### config.mk
export PLATFORM = sky130hd
export DESIGN_NAME = laser_lane_ctrl
export DESIGN_NICKNAME = d
export VERILOG_FILES = /design/src/rtl/laser_lane_pkg.sv /design/src/rtl/llc_sync.sv /design/src/rtl/llc_tick.sv /design/src/rtl/llc_hold_qual.sv /design/src/rtl/llc_ramp.sv /design/src/rtl/laser_lane_ctrl.sv
export SDC_FILE = /design/constraint.sdc
export NUM_CORES = 1
export LEC_CHECK = 0
export BUFFER_PORTS_ARGS = -buffer_cell sky130_fd_sc_hd__buf_2
export CORE_AREA = 2 2 100 102
export CTS_BUF_LIST = sky130_fd_sc_hd__clkbuf_4 sky130_fd_sc_hd__clkbuf_8 sky130_fd_sc_hd__clkbuf_16
export CTS_CLUSTER_DIAMETER = 50
export DETAILED_ROUTE_END_ITERATION = 8
export DIE_AREA = 0 0 102 104
export GPL_TIMING_DRIVEN = 0
export PLACE_DENSITY = 0.75
export SETUP_SLACK_MARGIN = 0.15
export SLEW_MARGIN = 20
export SYNTH_ARGS = -nofsm -noshare
export SYNTH_HDL_FRONTEND = slang
export SYNTH_SLANG_ARGS = --single-unit
### constraint.sdc
create_clock -name clk -period 2.3 [get_ports clk]
set_input_delay 0.115 -clock clk [delete_from_list [all_inputs] [get_ports clk]]
set_output_delay 0.115 -clock clk [all_outputs]
set_load 0.005 [all_outputs]
### src/rtl/laser_lane_pkg.sv
package laser_lane_pkg;

  typedef enum logic [2:0] {
    SQ_OFF,
    SQ_WAIT,
    SQ_HOLD,
    SQ_RAMP,
    SQ_ON
  } seq_state_e;

  function automatic int unsigned max3(input int unsigned a, input int unsigned b,
                                       input int unsigned c);
    int unsigned m;
    m = (a > b) ? a : b;
    return (m > c) ? m : c;
  endfunction

endpackage

### src/rtl/llc_sync.sv
module llc_sync #(
  parameter int unsigned WIDTH = 1,
  parameter logic [WIDTH-1:0] RST_VAL = '0
) (
  input  logic             clk,
  input  logic             arst_n,
  input  logic [WIDTH-1:0] d_i,
  output logic [WIDTH-1:0] q_o
);
  logic [WIDTH-1:0] meta_q, stab_q;

  always_ff @(posedge clk or negedge arst_n) begin
    if (!arst_n) begin
      meta_q <= RST_VAL;
      stab_q <= RST_VAL;
    end else begin
      meta_q <= d_i;
      stab_q <= meta_q;
    end
  end

  assign q_o = stab_q;
endmodule

### src/rtl/llc_tick.sv
module llc_tick #(
  parameter int unsigned DIV = 100
) (
  input  logic clk,
  input  logic arst_n,
  output logic tick_o
);
  localparam int unsigned CW = (DIV > 1) ? $clog2(DIV) : 1;
  localparam logic [CW-1:0] LAST = CW'(DIV - 1);

  logic [CW-1:0] cnt_q;

  always_ff @(posedge clk or negedge arst_n) begin
    if (!arst_n) cnt_q <= '0;
    else if (cnt_q == LAST) cnt_q <= '0;
    else cnt_q <= cnt_q + 1'b1;
  end

  assign tick_o = (cnt_q == LAST);
endmodule

### src/rtl/llc_hold_qual.sv
module llc_hold_qual #(
  parameter int unsigned LIMIT = 4
) (
  input  logic clk,
  input  logic arst_n,
  input  logic level_i,
  input  logic step_i,
  output logic held_o
);
  localparam int unsigned CW = $clog2(LIMIT + 1);
  localparam logic [CW-1:0] LAST = CW'(LIMIT - 1);

  logic [CW-1:0] cnt_q;
  logic          held_q;

  always_ff @(posedge clk or negedge arst_n) begin
    if (!arst_n) begin
      cnt_q  <= '0;
      held_q <= 1'b0;
    end else if (!level_i) begin
      cnt_q  <= '0;
      held_q <= 1'b0;
    end else if (!held_q && step_i) begin
      if (cnt_q == LAST) held_q <= 1'b1;
      else cnt_q <= cnt_q + 1'b1;
    end
  end

  assign held_o = held_q;
endmodule

### src/rtl/llc_ramp.sv
module llc_ramp
  import laser_lane_pkg::*;
#(
  parameter int unsigned LANES         = 12,
  parameter int unsigned INIT_TICKS    = 60000,
  parameter int unsigned RESTART_TICKS = 55000,
  parameter int unsigned STAGGER_TICKS = 4600
) (
  input  logic             clk,
  input  logic             arst_n,
  input  logic             tick_i,
  input  logic             powered_i,
  input  logic             blocked_i,
  output logic [LANES-1:0] lane_en_o
);
  localparam int unsigned MAXT = max3(INIT_TICKS, RESTART_TICKS, STAGGER_TICKS);
  localparam int unsigned WW   = $clog2(MAXT + 1);
  localparam logic [WW-1:0] INIT_LD  = WW'(INIT_TICKS - 1);
  localparam logic [WW-1:0] RSTRT_LD = WW'(RESTART_TICKS - 1);
  localparam logic [WW-1:0] STAG_LD  = WW'(STAGGER_TICKS - 1);

  seq_state_e       st_q;
  logic [WW-1:0]    wait_q;
  logic [LANES-1:0] lanes_q;

  always_ff @(posedge clk or negedge arst_n) begin
    if (!arst_n) begin
      st_q    <= SQ_OFF;
      wait_q  <= '0;
      lanes_q <= '0;
    end else if (!powered_i) begin
      st_q    <= SQ_OFF;
      wait_q  <= '0;
      lanes_q <= '0;
    end else if (blocked_i) begin
      st_q    <= SQ_HOLD;
      wait_q  <= '0;
      lanes_q <= '0;
    end else begin
      case (st_q)
        SQ_OFF: begin
          st_q   <= SQ_WAIT;
          wait_q <= INIT_LD;
        end
        SQ_HOLD: begin
          st_q   <= SQ_WAIT;
          wait_q <= RSTRT_LD;
        end
        SQ_WAIT: begin
          if (tick_i) begin
            if (wait_q == '0) begin
              st_q    <= SQ_RAMP;
              lanes_q <= LANES'(1);
              wait_q  <= STAG_LD;
            end else begin
              wait_q <= wait_q - 1'b1;
            end
          end
        end
        SQ_RAMP: begin
          if (tick_i) begin
            if (wait_q == '0) begin
              lanes_q <= {lanes_q[LANES-2:0], 1'b1};
              wait_q  <= STAG_LD;
              if (lanes_q[LANES-2]) st_q <= SQ_ON;
            end else begin
              wait_q <= wait_q - 1'b1;
            end
          end
        end
        default: st_q <= SQ_ON;
      endcase
    end
  end

  assign lane_en_o = lanes_q;
endmodule

### src/rtl/laser_lane_ctrl.sv
module laser_lane_ctrl
  import laser_lane_pkg::*;
#(
  parameter int unsigned LANES         = 12,
  parameter int unsigned TICK_DIV      = 100,
  parameter int unsigned QUAL_TICKS    = 1000,
  parameter int unsigned INIT_TICKS    = 60000,
  parameter int unsigned RESTART_TICKS = 55000,
  parameter int unsigned STAGGER_TICKS = 4600,
  parameter int unsigned RST_CYCLES    = 11
) (
  input  logic             clk,
  input  logic             arst_n,
  input  logic             link_on_i,
  input  logic             link_off_i,
  input  logic             ctl_rst_n_i,
  input  logic             supply_ok_i,
  input  logic [LANES-1:0] overcur_i,
  input  logic [LANES-1:0] overtemp_i,
  input  logic [LANES-1:0] calbad_i,
  output logic [LANES-1:0] lane_en_o,
  output logic             alarm_n_o
);
  localparam int unsigned SW = 4 + 3 * LANES;
  localparam logic [SW-1:0] SYNC_RST = {1'b1, 1'b0, 1'b1, 1'b0, {(3 * LANES){1'b0}}};

  logic [SW-1:0]    raw_in, syn_in;
  logic             on_s, off_s, rstn_s, pg_s;
  logic [LANES-1:0] oc_s, ot_s, cb_s, lane_flag;
  logic             tick, shut_req, rst_act, flt_lat, any_flag;

  assign raw_in = {link_on_i, link_off_i, ctl_rst_n_i, supply_ok_i,
                   overcur_i, overtemp_i, calbad_i};

  llc_sync #(.WIDTH(SW), .RST_VAL(SYNC_RST)) sync_i (
    .clk(clk), .arst_n(arst_n), .d_i(raw_in), .q_o(syn_in)
  );

  assign {on_s, off_s, rstn_s, pg_s, oc_s, ot_s, cb_s} = syn_in;

  for (genvar g = 0; g < LANES; g++) begin : g_lane_flag
    assign lane_flag[g] = oc_s[g] | ot_s[g] | cb_s[g];
  end
  assign any_flag = |lane_flag;

  llc_tick #(.DIV(TICK_DIV)) tick_i (
    .clk(clk), .arst_n(arst_n), .tick_o(tick)
  );

  llc_hold_qual #(.LIMIT(QUAL_TICKS)) shut_qual_i (
    .clk(clk), .arst_n(arst_n), .level_i(!on_s || off_s),
    .step_i(tick), .held_o(shut_req)
  );

  llc_hold_qual #(.LIMIT(RST_CYCLES)) rst_qual_i (
    .clk(clk), .arst_n(arst_n), .level_i(!rstn_s),
    .step_i(1'b1), .held_o(rst_act)
  );

  always_ff @(posedge clk or negedge arst_n) begin
    if (!arst_n) flt_lat <= 1'b0;
    else if (rst_act || !pg_s) flt_lat <= 1'b0;
    else if (any_flag) flt_lat <= 1'b1;
  end

  llc_ramp #(
    .LANES(LANES), .INIT_TICKS(INIT_TICKS),
    .RESTART_TICKS(RESTART_TICKS), .STAGGER_TICKS(STAGGER_TICKS)
  ) ramp_i (
    .clk(clk), .arst_n(arst_n), .tick_i(tick), .powered_i(pg_s),
    .blocked_i(rst_act || flt_lat || shut_req), .lane_en_o(lane_en_o)
  );

  assign alarm_n_o = ~flt_lat;
endmodule

==> results of run 1 <==
==> layout by cell type (no fill, tap or decap), types with 9 or more instances in the layout <==
cell type,n
clkbuf_16,16
dfrtp_1,131
nand2_1,15
buf_4,12
a22o_1,12
inv_1,11
nor4_1,17
dlygate4sd3_1,41
nand4_1,9
nand3_1,10
buf_2,57
o21ai_0,11
a21oi_1,18
nor3_1,12
nor2_1,24
==> sequential cells by signal, indices dropped and copies added, names as in the netlist, 3 cells and up <==
name and count:
sync_i.meta_q 40, sync_i.q_o 40, ramp_i.wait_q 16, ramp_i.lane_en_o 12
shut_qual_i.cnt_q 10, tick_i.cnt_q 7, rst_qual_i.cnt_q 4, ramp_i.st_q 3
==> cell families after synthesis <==
kind of cell             after synthesis
AND/OR/NAND/NOR                      138
buffers and inverters                 29
multiplexers                           3
flip-flops                           135
AO/OA/AOI/OAI                         84
XOR/XNOR                               8
adder cells (fa/ha/maj)                5
==> per-stage QoR <==
stage	hold WS, ns	instances	setup slack (ns)	TNS, ns
floorplan	-0.181	402	0.151	0
global placement	0.221	589	-0.545	-70.41
detailed placement	0.0270	590	-0.0728	-0.651
CTS	0.0725	667	0.155	0
global route	0.104	675	0.105	0
finish	0.0856	675	0.157	0
==> power groups by stage <==
stage	Sequential [mW]	Combinational [mW]	Clock [mW]
2_1_floorplan	2.55	0.180	0
3_3_place_gp	2.56	0.297	0
3_5_place_dp	2.56	0.314	0
4_1_cts	2.52	0.384	2.67
5_1_grt	2.53	0.446	2.81
6_report	2.52	0.406	2.64
==> repair_timing <==
action                                  4_1_cts  5_1_grt
endpoints found under the setup margin       18       19
hold endpoints to repair                    173        0
resized for setup                             9        6
hold buffers                                 41        0
gates cloned                                  1        0
pin swaps                                     2        8
setup buffers                                 3        8
==> per-layer routing <==
layer	track usage	vias to the layer above
li1	-	1758
met1	0.291	1850
met2	0.358	141
met3	0.0571	20
met4	0.101	0
met5	0	-
==> final timing paths <==
check / slack (ns) / from / depth (start not counted) / end
worst max-delay path: 0.16 / ramp_i.wait_q[1] / 8 / ramp_i.lane_en_o[3]
max in group asynchronous: 1.47 / arst_n / 3 / sync_i.meta_q[37]
worst min register to register: 0.35 / sync_i.meta_q[30] / 0 / sync_i.q_o[30]
worst max register to register: 0.16 / ramp_i.wait_q[1] / 8 / ramp_i.lane_en_o[3]
min in group clk: 0.23 / overcur_i[1] / 2 / sync_i.meta_q[25]
worst min-delay path: 0.09 / arst_n / 2 / ramp_i.wait_q[9]
==> area by class of cell <==
| type | count | area, µm² | share of cell area |
|---|---|---|---|
| multi-input combinational | 238 | 1670 | 0.247 |
| timing repair buffer | 108 | 808 | 0.119 |
| sequential | 135 | 3380 | 0.499 |
| inverter | 13 | 48.8 | 0.00719 |
| clock inverter | 14 | 156 | 0.0231 |
| clock buffer | 18 | 422 | 0.0622 |
| buffer | 16 | 125 | 0.0184 |
| tap | 133 | 166 | 0.0245 |
==> flow_summary.toml, run 1 <==
[pwr]
p_total_mw = 5.57
power_switching_mw = 1.41
ir_drop_v = 0.000829
internal_power_mw = 4.16
p_leak_nw = 3.01
p_seq_frac = 0.453
p_per_area_mw_per_mm2 = 820
swShare = 0.253
p_comb_frac = 0.073
p_clk_frac = 0.474

[finish]
diodes = 0
final_area_mm2 = 0.00678
nNetsFinal = 576
n_fill_cell = 645
postLayoutCoreUtil = 0.710
synthToLayoutAreaGrowth_pct = 31.3
drive_gt1_frac = 0.256

[die]
coreArea_mm2 = 0.00955
die_area_mm2 = 0.0106
io_pins = 55
die_y_um = 104
die_w_um = 102
start_util = 0.541
rows = 36

[global_route]
antenna_found_initial = 0
grt_max_degree = 92
grt_util_all_layers = 0.225
grt_pass1_wl_mm = 18.4
grt_pass1_vias = 3822
overflow = 0

[synth]
synth_edf_count = 0
ys.warnings.count = 0
synth_most_common_cell = "dfrtp_1"
synthTopCellsByCount = "dfrtp_1 (131), nor2_1 (24), a21oi_1 (19)"
syn_area_mm2 = 0.00517
ys_top_cells_by_area = "dfrtp_1 (63%), nor4_1 (2.2%), dfstp_2 (2.0%)"
synth_fp_nets = 449
synth_cell_types = 62
synth_xor_area_frac = 0.0136
ys_seq_elements = 135
synth_compound_area_frac = 0.117
yosysSeqAreaShare = 0.655
synth_top_family_by_area = "simple AND/OR/NAND/NOR gates"
synth_mux_area_frac = 0.00581
yosys.area.top_type_share = 0.634
yosysTopAreaCell = "dfrtp_1"
syn_avg_cell_area_um2 = 12.9
yosys.area_share.simple = 0.164
synthArstFlopShare = 1.00
syn_inst = 402
synthAdderAreaFrac = 0.0121
synth_ff_type = "dfrtp_1"

[sta]
finClkSkew_ns = 0.00739
relSlewSlack = 0.571
grt_setup_unrepaired = "true"
fmaxAchievable_mhz = 467
tightestPinTransition_ns = 0.638
hold_viol = 0
report.final.slew_viol_count = 0
finalCriticalPeriod_ns = 2.14
period_share = 0.932
setup_viol = 0

[critical_path]
crit_path_top_delay_cell = "dfrtp_1"
arrival_ns = 2.54
crit_type = "register to register"
crit_chain = "inv_2 > ha_4 > or3b_4 > buf_6 > nor4_4 > a41oi_2 > buf_4 > a22o_1"
critPathLaunchType = "register"
worst_path_largest_cell_delay_ns = 0.39
cp.required_ns = 2.70
cp-end-kind = "register"
crit_buf_inv = 3
crit_family = "simple AND/OR/NAND/NOR gates"
worst-path-max-fanout = 5

[run_status]
outcome = "finished, final reports clean"

[flow_run]
maxCapViolCount = 0

[routing]
maxUsedRoutingLayer = "met4"
first_pass_iters = 5
totalWireLength_mm = 11.3
via_per_inst = 5.58
num_vias = 3769
dr_wl_met2_mm = 5.72
drc = 0
wl_met3_um = 649
drt_iter0_drc = 269
ant_nets = 0
wl_met1_mm = 4.73
wire_per_inst_um = 16.8

[cts]
clk_pin_slew_ns = 0.06
clockRootBuffer = "clkbuf_8"
htree_num_levels = 4
clock_path_buffers = 2
clk_latency_ns = 0.51
cts_tree = "yes"
numCtsBuffers = 17
cts.sinks = 135

[placement]
hpwl_mm = 6.27
gp_congestion = 0.876
place_area_mm2 = 0.00564
port_buffers = 54

[worst_hold_path]
hold_class = "primary input to asynchronous set/reset pin"
Power figures use the tool's default switching activity.
==> inputs of run 2 (changes only) <==
--- a/config.mk
+++ b/config.mk
@@ -13,6 +13,7 @@
 export DIE_AREA = 0 0 102 104
 export GPL_TIMING_DRIVEN = 0
 export PLACE_DENSITY = 0.75
+export REMOVE_ABC_BUFFERS = 1
 export SETUP_SLACK_MARGIN = 0.15
 export SLEW_MARGIN = 20
 export SYNTH_ARGS = -nofsm -noshare
==> run 2 against run 1 <==
Die area stayed put. Count of clock-buffer cells in the layout is the same. Sequential power about the same. Clock skew rose by 0.0084 ns. First-iteration DRC count fell by 3.7%. Clock power decreased by 5%. Critical path depth stayed put.
==> flow_summary.toml, run 2 (same netlist as run 1, synthesis figures left out) <==
[placement]
hpwl_mm = 6.23
dp.cells = 574
gp_congestion = 0.819
port_buffers = 54
place_area_mm2 = 0.00552

[finish]
final-instance-count-excl-fill = 657
synthToLayoutAreaGrowth_pct = 29.1
multi_input_area_mm2 = 0.00174
seq_area_mm2 = 0.00338
diodes = 0
nNetsFinal = 558
final_area_mm2 = 0.00667
drive_gt1_frac = 0.246
n_fill_cell = 646
mostFrequentLayoutCell = "dfrtp_1"
layout_common_cells = "dfrtp_1 (131), buf_2 (53), dlygate4sd3_1 (41)"

[global_route]
antenna_found_initial = 0
grt_max_degree = 70
grt_pass1_vias = 3825
grt_util_all_layers = 0.229
overflow = 0
grt_pass1_wl_mm = 18.7

[die]
start_util = 0.541
rows = 36
coreArea_mm2 = 0.00955
die_area_mm2 = 0.0106
io_pins = 55
die_w_um = 102
die_y_um = 104

[routing]
first_pass_iters = 6
drc = 0
ant_nets = 0
via_per_inst = 5.67
drt_iter0_drc = 259
num_vias = 3728
wire_per_inst_um = 17.5
totalWireLength_mm = 11.5

[critical_path]
cp.required_ns = 2.69
critPathLaunchType = "register"
crit_type = "register to register"
startpoint = "ramp_i.wait_q[1]"
r2r-start = "ramp_i.wait_q[1]"
worst-path-max-fanout = 5
cp-end-kind = "register"
arrival_ns = 2.49

[cts]
htree_num_levels = 4
cts_tree = "yes"
clk_pin_slew_ns = 0.06
numCtsBuffers = 17
clockRootBuffer = "clkbuf_8"
clock_path_buffers = 2
clk_latency_ns = 0.52
cts.sinks = 135

[sta]
fmaxAchievable_mhz = 477
setup-tns-final_ns = 0
period_share = 0.912
hold_viol = 0
finalCriticalPeriod_ns = 2.10
tightestPinTransition_ns = 0.699
report.final.slew_viol_count = 0
finClkSkew_ns = 0.0158
relSlewSlack = 0.531
grt_setup_unrepaired = "false"
setup_viol = 0

[pwr]
p_total_mw = 5.44
ir_drop_v = 0.000656
p_per_area_mw_per_mm2 = 816
p_leak_nw = 2.92

[flow_run]
maxCapViolCount = 0

[worst_hold_path]
hold_class = "primary input to asynchronous set/reset pin"

[run_status]
outcome = "finished, final reports clean"
==> run 2: cell count changes in the layout (fill, tap and decap cells not counted), moves of 2 or more <==
cell / change
inv_6: +4
buf_6: -7
clkbuf_1: -3
inv_2: -2
buf_4: -3
inv_1: +2
inv_8: -4
buf_2: -4
==> run 2: area by class of cell <==
class	instances	share of cell area
well taps	133	0.0249
clock inverters	14	0.0197
clock buffers	18	0.0632
repair buffers	105	0.117
flip-flops and latches	135	0.507
multi-input cells	239	0.261
inverters	13	0.00731
==> run 2: final timing paths <==
check,slack [ns],end,cells after the start
setup reg to reg,0.20,ramp_i.st_q[0],8
max in group asynchronous,1.36,sync_i.q_o[37],3
hold reg to reg,0.35,sync_i.q_o[8],0
setup / recovery,0.20,ramp_i.st_q[0],8
min in group clk,0.23,sync_i.meta_q[36],2
hold / removal,0.18,ramp_i.lane_en_o[6],2
==> run 2: power breakdown <==
group / leakage (nW) / internal [mW] / switching, mW
Combinational: 0.987 / 0.185 / 0.223
Sequential: 1.67 / 2.47 / 0.0572
Clock: 0.264 / 1.38 / 1.13
==> run 2: worst max-delay path: stages, from the launching register on <==
cell	delay, ns
dfrtp_1	0.40
inv_1	0.09
ha_4	0.14
or3b_4	0.42
nor4_4	0.27
buf_4	0.19
buf_4	0.15
nand4_1	0.13
and2_1	0.19
==> run 2: layer usage <==
metal / GRT usage / wire length, µm / vias up
met3: 0.0544 / 509 / 13
met1: 0.298 / 4830 / 1863
met4: 0.0781 / 150 / 0
met2: 0.378 / 6030 / 122
met5: 0 / 0 / -
li1: - / - / 1730
==> run 2: through the flow <==
step / setup WS [ns] / hold slack (ns) / utilization
2_1_floorplan: 0.117 / -0.181 / -
3_3_place_gp: -0.501 / 0.221 / 0.574
3_5_place_dp: -0.239 / 0.159 / 0.578
4_1_cts: 0.159 / 0.184 / 0.686
5_1_grt: 0.138 / 0.217 / 0.699
6_report: 0.202 / 0.180 / 0.699
==> run 2: repair_timing <==
action	in CTS	in global routing
buffers inserted	1	8
gates cloned	0	1
hold buffers	41	0
resized for setup	11	9
pin swaps	1	6
endpoints found under the hold margin	108	0
endpoints found under the setup margin	26	25
